$ cat src/rtl/tune_reg_pkg.sv
package tune_reg_pkg;
  localparam int DATA_W     = 8;
  localparam int ADDR_W     = 4;
  localparam int FREQ_BYTES = 4;
  localparam int FREQ_W     = FREQ_BYTES * DATA_W;
  localparam int PH_W       = 12;
  localparam int NUM_FREQ   = 2;
  localparam int NUM_PH     = 2;
  localparam int BSEL_W     = $clog2(FREQ_BYTES);
endpackage

$ cat src/rtl/tune_strobe_decode.sv
module tune_strobe_decode #(
  parameter int ADDR_W     = 4,
  parameter int FREQ_BYTES = 4,
  parameter int NUM_FREQ   = 2,
  parameter int NUM_PH     = 2
) (
  input  logic                           clk,
  input  logic                           rst,
  input  logic                           cs_n,
  input  logic                           wr_stb,
  input  logic [ADDR_W-1:0]              addr,
  output logic [NUM_FREQ*FREQ_BYTES-1:0] freq_we,
  output logic [NUM_PH-1:0]              ph_lo_we,
  output logic [NUM_PH-1:0]              ph_hi_we
);
  localparam int BSEL_W = $clog2(FREQ_BYTES);

  logic stb_q;
  logic hit;

  always_ff @(posedge clk) begin
    if (rst) stb_q <= 1'b0;
    else     stb_q <= wr_stb;
  end

  assign hit = wr_stb & ~stb_q & ~cs_n;

  always_comb begin
    freq_we  = '0;
    ph_lo_we = '0;
    ph_hi_we = '0;
    if (hit) begin
      if (!addr[3]) begin
        freq_we[int'(addr[2]) * FREQ_BYTES + int'(addr[BSEL_W-1:0])] = 1'b1;
      end else if (addr[0]) begin
        ph_hi_we[addr[1]] = 1'b1;
      end else begin
        ph_lo_we[addr[1]] = 1'b1;
      end
    end
  end
endmodule

$ cat src/rtl/tune_byte_bank.sv
module tune_byte_bank #(
  parameter int DATA_W = 8,
  parameter int NBYTES = 4
) (
  input  logic                     clk,
  input  logic                     rst,
  input  logic [NBYTES-1:0]        byte_we,
  input  logic [DATA_W-1:0]        wdata,
  output logic [NBYTES*DATA_W-1:0] q
);
  for (genvar b = 0; b < NBYTES; b++) begin : g_lane
    always_ff @(posedge clk) begin
      if (rst)             q[b*DATA_W +: DATA_W] <= '0;
      else if (byte_we[b]) q[b*DATA_W +: DATA_W] <= wdata;
    end
  end
endmodule

$ cat src/rtl/tune_phase_reg.sv
module tune_phase_reg #(
  parameter int DATA_W = 8,
  parameter int PH_W   = 12
) (
  input  logic              clk,
  input  logic              rst,
  input  logic              lo_we,
  input  logic              hi_we,
  input  logic [DATA_W-1:0] wdata,
  output logic [PH_W-1:0]   q
);
  localparam int LO_W = PH_W - DATA_W;

  always_ff @(posedge clk) begin
    if (rst) begin
      q <= '0;
    end else begin
      if (hi_we) q[PH_W-1:LO_W] <= wdata;
      if (lo_we) q[LO_W-1:0]    <= wdata[DATA_W-1 -: LO_W];
    end
  end
endmodule

$ cat src/rtl/tune_reg_port.sv
module tune_reg_port
  import tune_reg_pkg::*;
(
  input  logic              clk,
  input  logic              rst,
  input  logic              cs_n,
  input  logic              wr_stb,
  input  logic [ADDR_W-1:0] addr,
  input  logic [DATA_W-1:0] wdata,
  output logic [FREQ_W-1:0] freq_a,
  output logic [FREQ_W-1:0] freq_b,
  output logic [PH_W-1:0]   phase_sin,
  output logic [PH_W-1:0]   phase_cos
);
  logic [NUM_FREQ*FREQ_BYTES-1:0] freq_we;
  logic [NUM_PH-1:0]              ph_lo_we;
  logic [NUM_PH-1:0]              ph_hi_we;
  logic [FREQ_W-1:0]              freq_q [NUM_FREQ];
  logic [PH_W-1:0]                ph_q   [NUM_PH];

  tune_strobe_decode #(
    .ADDR_W(ADDR_W), .FREQ_BYTES(FREQ_BYTES),
    .NUM_FREQ(NUM_FREQ), .NUM_PH(NUM_PH)
  ) u_dec (
    .clk(clk), .rst(rst), .cs_n(cs_n), .wr_stb(wr_stb), .addr(addr),
    .freq_we(freq_we), .ph_lo_we(ph_lo_we), .ph_hi_we(ph_hi_we)
  );

  for (genvar f = 0; f < NUM_FREQ; f++) begin : g_freq
    tune_byte_bank #(.DATA_W(DATA_W), .NBYTES(FREQ_BYTES)) u_bank (
      .clk(clk), .rst(rst),
      .byte_we(freq_we[f*FREQ_BYTES +: FREQ_BYTES]),
      .wdata(wdata), .q(freq_q[f])
    );
  end

  for (genvar p = 0; p < NUM_PH; p++) begin : g_ph
    tune_phase_reg #(.DATA_W(DATA_W), .PH_W(PH_W)) u_ph (
      .clk(clk), .rst(rst), .lo_we(ph_lo_we[p]), .hi_we(ph_hi_we[p]),
      .wdata(wdata), .q(ph_q[p])
    );
  end

  assign freq_a    = freq_q[0];
  assign freq_b    = freq_q[1];
  assign phase_sin = ph_q[0];
  assign phase_cos = ph_q[1];
endmodule

$ cat config.mk
export PLATFORM = sky130hd
export DESIGN_NAME = tune_reg_port
export DESIGN_NICKNAME = d
export VERILOG_FILES = /design/src/rtl/tune_reg_pkg.sv /design/src/rtl/tune_strobe_decode.sv /design/src/rtl/tune_byte_bank.sv /design/src/rtl/tune_phase_reg.sv /design/src/rtl/tune_reg_port.sv
export SDC_FILE = /design/constraint.sdc
export NUM_CORES = 1
export LEC_CHECK = 0
export ABC_AREA = 1
export BUFFER_PORTS_ARGS = -buffer_cell sky130_fd_sc_hd__buf_2
export CAP_MARGIN = 25
export CORE_MARGIN = 4
export CORE_UTILIZATION = 50
export CTS_CLUSTER_DIAMETER = 30
export DETAILED_ROUTE_END_ITERATION = 7
export HOLD_SLACK_MARGIN = 0.1
export PLACE_DENSITY_LB_ADDON = 0.08
export SKIP_CTS_REPAIR_TIMING = 1
export SLEW_MARGIN = 10
export SYNTH_ARGS = -nofsm -noshare
export SYNTH_HDL_FRONTEND = slang
export SYNTH_SLANG_ARGS = --single-unit
$ cat constraint.sdc
create_clock -name clk -period 2.6 [get_ports clk]
set_input_delay 0.13 -clock clk [delete_from_list [all_inputs] [get_ports clk]]
set_output_delay 0.13 -clock clk [all_outputs]
set_load 0.01 [all_outputs]
==> key figures, run 1 <==
Outcome
  • Outcome: completed

Placed design
  • Dpl hpwl: 6210 um
  • Pre-CTS setup slack: 1.11 ns
  • PortBufs: 103
  • Routability cong.: 0.780

Power and ir drop
  • PD cells: 598 mW/mm2
  • Total power: 2.69 mW
  • VDD IR max: 384 uV
  • Static Leakage: 2.11 nW

Routing
  • DR iter-0 viols: 167
  • Antenna-violating nets left: 0
  • Avg Vias per Cell: 4.79
  • Pre-antenna DRT Iters: 5
  • Routed WL per cell: 12.7 um
  • WL final: 9250 um
  • DRC Markers: 0
  • Routed vias: 3484

Layout
  • Total Nets Final: 641
  • Share of cells above drive strength 1: 0.235
  • Final Util: 0.620
  • Ant diodes: 0
  • Syn-to-layout area delta: 20.8%

Global routing
  • Grt ovf: 0
  • Initial antenna violation count: 0
  • Tot GR Track Use: 0.215
  • Vias in the first global route: 3108
  • Pin count of the biggest net entering global routing: 71
  • First-pass GRT wire length: 15000 um

Critical path
  • Crit start category: register
  • Setup CP Type: reg2reg
  • Worst Path Arrival: 1.76 ns
  • Worst-path fanout max: 48
  • CP endpoint kind: register
  • Worst Path Required: 2.85 ns
  • Flop2flop setup slack: 1.08 ns

Die
  • Cell row count: 31
  • Core area: 0.00725 mm2
  • I/O pin count: 104
  • DIE HEIGHT: 94.3 um
  • Die X: 94.3 um
  • Initial Util: 0.514
  • DIE AREA: 0.00889 mm2

Clock network
  • Htree depth: 3
  • Worst skew pair latency: 0.35 ns
  • Clock-pin slew on the worst setup and hold paths: 0.08 ns
  • Clk buf depth: 2
  • CTS buffer count: 9
  • CTS tree: done
  • CTS Root Cell: clkbuf_8
  • CTS sink count: 89

Timing
  • Setup_tns: 0 ns
  • Fin. max-slew vios: 0
  • RSZ-0062 raised after global routing: false
  • Fin crit share: 0.583
  • Max Clock Freq: 0.660 GHz
  • Final Skew: 0.00529 ns
  • Slew margin rel.: 0.612
  • Worst slew pin tran: 0.581 ns
  • Fin. Hold Viols: 0
  • Final Critical Period: 1.52 ns
  • Final setup viols: 0
  • Worst Slack Setup Final: 1.08 ns

Logic synthesis
  • Gate Count Post-Synth: 532
  • Yosys Warn Count: 0
  • Number of distinct library cells after synthesis: 16
  • Count leader, synth: nor2_1
  • Synthesis-stage register bit count: 89
  • Synth Area per Inst: 7.00 um2
  • Most used DFF post-synth: dfxtp_1
  • Sequential fraction of the synthesis area: 0.478
  • Ys async rst share: 0
  • Post-synth top cells: 182 x nor2_1, 123 x nand2_1, 89 x dfxtp_1
  • Netlist Area Pre-Place: 0.00372 mm2
  • EDFF count, synth: 0
  • Syn_nets: 548
  • Area leader, netlist: dfxtp_1
  • Yosys top cell area share: 0.478
  • Synth top area cells: dfxtp_1 48%, nor2_1 18%, nand2_1 12%

Worst hold path
  • Hold Path Class: in2reg

Flow run
  • Max-cap viol count: 0
==> power by group <==
group	internal (mW)	switching, mW	leakage (nW)
Combinational	0.0678	0.160	1.28
Clock	0.616	0.457	0.116
Sequential	1.38	0.00867	0.719
==> path summary, 6_finish.rpt <==
kind,startpoint,depth (start not counted),endpoint
hold / removal,cs_n,5,g_ph[0].u_ph.q[2]
setup / recovery,u_dec.stb_q,7,g_freq[0].u_bank.q[4]
hold reg to reg,g_freq[0].u_bank.q[17],2,g_freq[0].u_bank.q[17]
setup reg to reg,u_dec.stb_q,7,g_freq[0].u_bank.q[4]
==> sequential cells by signal (all words and copies together) (netlist names) <==
register         cells
g_ph.u_ph.q         24
u_dec.stb_q          1
g_freq.u_bank.q     64
==> critical path, stage by stage, from the launching register on <==
cell     delay (ns)
dfxtp_1        0.30
inv_1          0.09
nand2_1        0.09
nor2_4         0.38
buf_12         0.28
nand3_1        0.11
nand2_1        0.10
nor2_1         0.04
==> cell families after synthesis <==
logic type | after synthesis | share of synthesized area
buffers and inverters | 42 | 0.0581
and+or+nand+nor | 401 | 0.464
DFF | 89 | 0.478
==> metrics by stage <==
step	hold slack, ns	instances	instance area (um2)
6_report	0.250	728	4500
5_1_grt	0.272	728	4500
4_1_cts	-0.0399	726	4480
3_5_place_dp	0.330	711	4250
3_3_place_gp	0.334	711	4250
2_1_floorplan	0.201	532	3720
==> cells in the final DEF (no fill, tap or decap), drive strengths merged <==
cell         synthesis  routed
buf                 20     105
bufinv               0       2
clkbuf               5      13
clkinv               4       4
dfxtp               89      89
dlygate4sd3          0       2
inv                 13      13
nand2              124     124
nand3               73      73
nor2               204     204
==> cell type report <==
type	count	area, um2
inverter	17	63.8
timing repair buffer	107	576
fill	691	2750
clock inverter	2	60.1
clock buffer	13	169
tap	99	124
sequential	89	1780
multi-input combinational	401	1730
==> layer usage <==
layer  track usage  wire length [um]  up-vias
li1              -                 -     1829
met1         0.280              4190     1549
met2         0.357              4360       94
met3        0.0409               578       12
met4        0.0722               112        0
met5             0                 0        -
Note: power is estimated with default switching activity, not from simulation.
==> inputs of run 2 (changes only) <==
--- a/config.mk
+++ b/config.mk
@@ -9,7 +9,7 @@
 export BUFFER_PORTS_ARGS = -buffer_cell sky130_fd_sc_hd__buf_2
 export CAP_MARGIN = 25
 export CORE_MARGIN = 4
-export CORE_UTILIZATION = 50
+export CORE_UTILIZATION = 47
 export CTS_CLUSTER_DIAMETER = 30
 export DETAILED_ROUTE_END_ITERATION = 7
 export HOLD_SLACK_MARGIN = 0.1
==> constraint.sdc (replaced) <==
create_clock -name clk -period 1.3 [get_ports clk]
set_input_delay 0.065 -clock clk [delete_from_list [all_inputs] [get_ports clk]]
set_output_delay 0.065 -clock clk [all_outputs]
set_load 0.01 [all_outputs]
==> run 2 against run 1 <==
Non-clock buffer count is 8 higher. Core utilization is 3.1 points lower. Sequential cell count unchanged. Largest cell class unchanged. Setup slack worse by 0.97 ns.
==> key figures, run 2 (synthesis results as in run 1) <==
Layout
  • Ant diodes: 0
  • Most common cell after layout, fill and taps aside: nor2_1
  • Most frequent cells in the layout: 182 x nor2_1, 123 x nand2_1, 103 x buf_2
  • Most flop-heavy register: g_freq.u_bank.q
  • Top Registers: g_freq.u_bank.q x64, g_ph.u_ph.q x24, u_dec.stb_q x1
  • Total Nets Final: 649
  • Syn-to-layout area delta: 22.2%
  • Fillers: 752
  • Final Non-Filler Cells: 738
  • Share of cells above drive strength 1: 0.247
  • Max FFs per register: 64

Critical path
  • Flop2flop setup slack: 0.12 ns
  • Reg2Reg Depth: 7
  • Crit path top cell by count: nand2_1
  • Worst Path Required: 1.55 ns
  • Setup CP Type: reg2reg
  • CP max stage delay: 0.32 ns
  • Crit start category: register
  • Worst-path fanout max: 27
  • Slowest CP cell: dfxtp_1
  • CP endpoint kind: register
  • Worst Path Arrival: 1.43 ns
  • Crit path cell chain: inv_2 -> nand2_1 -> nor2_4 -> clkbuf_16 -> nand3_1 -> nand2_1 -> nor2_1

Clock network
  • CTS buffer count: 9
  • Worst skew pair latency: 0.35 ns
  • Clk buf depth: 2
  • Htree depth: 3
  • Clock-pin slew on the worst setup and hold paths: 0.08 ns
  • CTS Root Cell: clkbuf_8
  • CTS tree: done
  • CTS sink count: 89

Timing
  • Final Skew: 0.00622 ns
  • Final Critical Period: 1.18 ns
  • Max Clock Freq: 0.845 GHz
  • Fin crit share: 0.911
  • Slew margin rel.: 0.664
  • Worst slew pin tran: 0.503 ns
  • Fin. max-slew vios: 0
  • Fin. Hold Viols: 0
  • Final setup viols: 0
  • Setup_tns: 0 ns
  • RSZ-0062 raised after global routing: false

Die
  • I/O pin count: 104
  • DIE HEIGHT: 97.0 um
  • Core area: 0.00773 mm2
  • DIE AREA: 0.00941 mm2
  • Die X: 97.0 um
  • Initial Util: 0.482
  • Cell row count: 32

Routing
  • Met2 routed WL: 4780 um
  • Pre-antenna DRT Iters: 5
  • WL final: 9830 um
  • Antenna-violating nets left: 0
  • Avg Vias per Cell: 4.91
  • DRC Markers: 0
  • Top layer in use: met4
  • DR iter-0 viols: 173
  • Met3 WL: 738 um
  • Routed WL per cell: 13.3 um
  • Routed vias: 3627
  • Met1 wire length: 4160 um

Global routing
  • Grt ovf: 0
  • Initial antenna violation count: 0
  • Tot GR Track Use: 0.204
  • Vias in the first global route: 3253
  • Pin count of the biggest net entering global routing: 56
  • First-pass GRT wire length: 15600 um

Worst hold path
  • Worst hold path depth: 5
  • Hold Path Class: in2reg

Outcome
  • Outcome: completed

Power and ir drop
  • Static Leakage: 2.15 nW
  • PD cells: 1120 mW/mm2
  • VDD IR max: 510 uV

Placed design
  • PortBufs: 103
  • Routability cong.: 0.810
  • DP Cell Count: 721
  • Dpl hpwl: 6600 um

Flow run
  • Max-cap viol count: 0
==> run 2: cell count changes in the layout (fill, tap and decap cells not counted), sizes merged <==
cell / change
bufinv: -1
clkbuf: -2
clkinv: +3
buf: +7
==> run 2: critical path: cells and delay by family, from the launching register on <==
| kind | cells | cell delay [ns] |
|---|---|---|
| AND/OR/NAND/NOR | 5 | 0.47 |
| flip-flops | 1 | 0.32 |
| buffers and inverters | 2 | 0.30 |
==> run 2: final cells by class <==
class / count / area, um2 / area share
Tap cell: 102 / 128 / 0.0280
Timing Repair Buffer: 115 / 669 / 0.147
Multi-Input combinational cell: 401 / 1730 / 0.379
Clock inverter: 4 / 45.0 / 0.00990
Clock buffer: 10 / 138 / 0.0302
Inverter: 17 / 63.8 / 0.0140
Sequential cell: 89 / 1780 / 0.391
==> run 2: final timing paths <==
check                                           start               endpoint
worst min register to register  g_freq[0].u_bank.q[9]  g_freq[0].u_bank.q[9]
worst min-delay path                          addr[3]      g_ph[0].u_ph.q[2]
worst max-delay path                      u_dec.stb_q  g_freq[1].u_bank.q[2]
worst max register to register            u_dec.stb_q  g_freq[1].u_bank.q[2]
==> run 2: where the power goes <==
group	internal, mW	total, mW	switching (mW)
clock	0.910	1.83	0.922
sequential	2.76	2.78	0.0178
combinational	0.162	0.496	0.334
==> run 2: per-layer routing <==
metal,vias up,global-route usage
met3,14,0.0627
met5,-,0
li1,1844,-
met1,1654,0.243
met4,0,0.0670
met2,115,0.351
==> run 2: stage by stage <==
step                power [mW]  utilization  cell area [um2]  hold slack (ns)  setup slack [ns]
floorplan                 3.17            -             3720            0.136             0.196
detailed placement        3.32        0.559             4320            0.287            0.0584
global route              5.32        0.589             4550            0.244            0.0251
finish                    5.11        0.589             4550            0.188             0.116
global placement          3.31        0.559             4320            0.275            0.0823
CTS                       5.14        0.583             4500          -0.0914            0.0365
==> inputs of run 3 (changes only) <==
==> constraint.sdc (replaced) <==
create_clock -name clk -period 1.3 [get_ports clk]
set_input_delay 0.13 -clock clk [delete_from_list [all_inputs] [get_ports clk]]
set_output_delay 0.13 -clock clk [all_outputs]
set_load 0.01 [all_outputs]
==> run 3 against run 2 <==
Sequential share of layout area shrank 0.83 points. Critical path depth grew 1. Non-clock buffer count grew 6. Combinational power grew 4.6%. Wire length grew 1.0%. Largest cell class unchanged. Highest routed layer unchanged.
==> key figures, run 3 (synthesis results as in run 1) <==
Routing
  • WL final: 9930 um
  • Pre-antenna DRT Iters: 5
  • Antenna-violating nets left: 0
  • Avg Vias per Cell: 4.85
  • DRC Markers: 0
  • Routed WL per cell: 13.3 um
  • DR iter-0 viols: 112
  • Routed vias: 3618

Timing
  • Fin crit share: 0.947
  • Worst Slack Setup Final: 0.0687 ns
  • Worst slew pin tran: 0.526 ns
  • Slew margin rel.: 0.649
  • Max Clock Freq: 0.812 GHz
  • Final Skew: 0.00512 ns
  • Final setup viols: 0
  • Fin. max-slew vios: 0
  • RSZ-0062 raised after global routing: true
  • Final Critical Period: 1.23 ns
  • Fin. Hold Viols: 0

Global routing
  • First-pass GRT wire length: 16200 um
  • Grt ovf: 0
  • Pin count of the biggest net entering global routing: 49
  • Initial antenna violation count: 0
  • Tot GR Track Use: 0.208
  • Vias in the first global route: 3250

Layout
  • Ant diodes: 0
  • Syn-to-layout area delta: 24.9%
  • Most flop-heavy register: g_freq.u_bank.q
  • Register area: 0.00178 mm2
  • Multi-input logic area: 0.00173 mm2
  • Most frequent cells in the layout: 182 x nor2_1, 123 x nand2_1, 103 x buf_2
  • Total Nets Final: 655
  • Max FFs per register: 64
  • Fillers: 777
  • Top Registers: g_freq.u_bank.q x64, g_ph.u_ph.q x24, u_dec.stb_q x1
  • Most common cell after layout, fill and taps aside: nor2_1
  • Share of cells above drive strength 1: 0.253

Critical path
  • Setup CP Type: reg2reg
  • Crit path top cell by count: nand2_1
  • CP endpoint kind: register
  • CP max stage delay: 0.31 ns
  • Worst-path fanout max: 20
  • Worst Path Required: 1.55 ns
  • Crit start category: register
  • Crit path cell chain: inv_1 -> nand2_1 -> nor2_4 -> buf_12 -> clkbuf_16 -> nand3_1 -> nand2_1 -> nor2_1
  • CP bufs+invs: 3
  • Worst Path Arrival: 1.48 ns
  • Slowest CP cell: dfxtp_1
  • Worst path top cell family by delay: simple AND/OR/NAND/NOR gates

Power and ir drop
  • PD cells: 1130 mW/mm2
  • Total power: 5.25 mW
  • VDD IR max: 674 uV
  • Static Leakage: 2.19 nW

Clock network
  • Clk buf depth: 2
  • CTS sink count: 89
  • CTS tree: done
  • Worst skew pair latency: 0.35 ns
  • Htree depth: 3
  • CTS Root Cell: clkbuf_8
  • CTS buffer count: 9
  • Clock-pin slew on the worst setup and hold paths: 0.09 ns

Placed design
  • Pre-CTS setup slack: 0.0442 ns
  • Dpl hpwl: 6610 um
  • PortBufs: 103
  • Routability cong.: 0.820

Die
  • Die X: 97.0 um
  • I/O pin count: 104
  • Cell row count: 32
  • DIE HEIGHT: 97.0 um
  • Initial Util: 0.482
  • Core area: 0.00773 mm2
  • DIE AREA: 0.00941 mm2

Outcome
  • Outcome: completed

Flow run
  • Max-cap viol count: 0

Worst hold path
  • Hold Path Class: in2reg
==> run 3: cell count changes in the layout (fill, tap and decap cells not counted) <==
cell / delta
buf_12: +1
inv_1: +1
buf_4: +4
clkbuf_1: +1
clkinv_4: +1
inv_2: -1
clkbuf_16: +1
clkinvlp_4: +1
clkinv_2: -2
clkbuf_8: +1
==> run 3: area by class of cell <==
class / instances / share of cell area
Inverter: 17 / 0.0137
Sequential cell: 89 / 0.383
Tap cell: 102 / 0.0274
Multi-Input combinational cell: 401 / 0.371
Clock buffer: 12 / 0.0334
Clock inverter: 4 / 0.0110
Timing Repair Buffer: 121 / 0.160
==> run 3: worst reg2reg max path, delay by kind of cell, from the launching register on <==
kind | cells | cell delay, ns
flops | 1 | 0.31
simple gates | 5 | 0.42
buf+inv | 3 | 0.41
==> run 3: routing by layer <==
metal / GRT usage / part of all wire / vias to the layer above
met3: 0.0483 / 0.071 / 16
met2: 0.349 / 0.50 / 102
met1: 0.259 / 0.41 / 1643
met5: 0 / 0 / -
li1: - / - / 1857
met4: 0.0767 / 0.022 / 0
==> run 3: path summary, 6_finish.rpt <==
path | startpoint | endpoint | slack (ns) | cells past startpoint
setup / recovery | u_dec.stb_q | g_freq[0].u_bank.q[31] | 0.07 | 8
hold / removal | addr[3] | g_ph[0].u_ph.q[2] | 0.26 | 5
setup reg to reg | u_dec.stb_q | g_freq[0].u_bank.q[31] | 0.07 | 8
hold reg to reg | g_freq[1].u_bank.q[9] | g_freq[1].u_bank.q[9] | 0.48 | 2
==> run 3: power by group <==
group | switching, mW | internal (mW) | leakage, nW | total [mW]
logic | 0.338 | 0.181 | 1.37 | 0.519
clock network | 0.961 | 0.996 | 0.103 | 1.96
registers | 0.0178 | 2.76 | 0.719 | 2.78
total | 1.32 | 3.94 | 2.19 | 5.25
==> run 3: metrics by stage <==
step | area (um2) | setup TNS, ns | hold WS [ns] | util | std cells
after global routing | 4650 | -0.0338 | 0.306 | 0.602 | 746
after floorplan | 3720 | 0 | 0.201 | - | 532
after detailed placement | 4340 | 0 | 0.343 | 0.561 | 723
after global placement | 4340 | 0 | 0.343 | 0.561 | 723
final | 4650 | 0 | 0.258 | 0.602 | 746
after CTS | 4540 | 0 | -0.0329 | 0.588 | 739
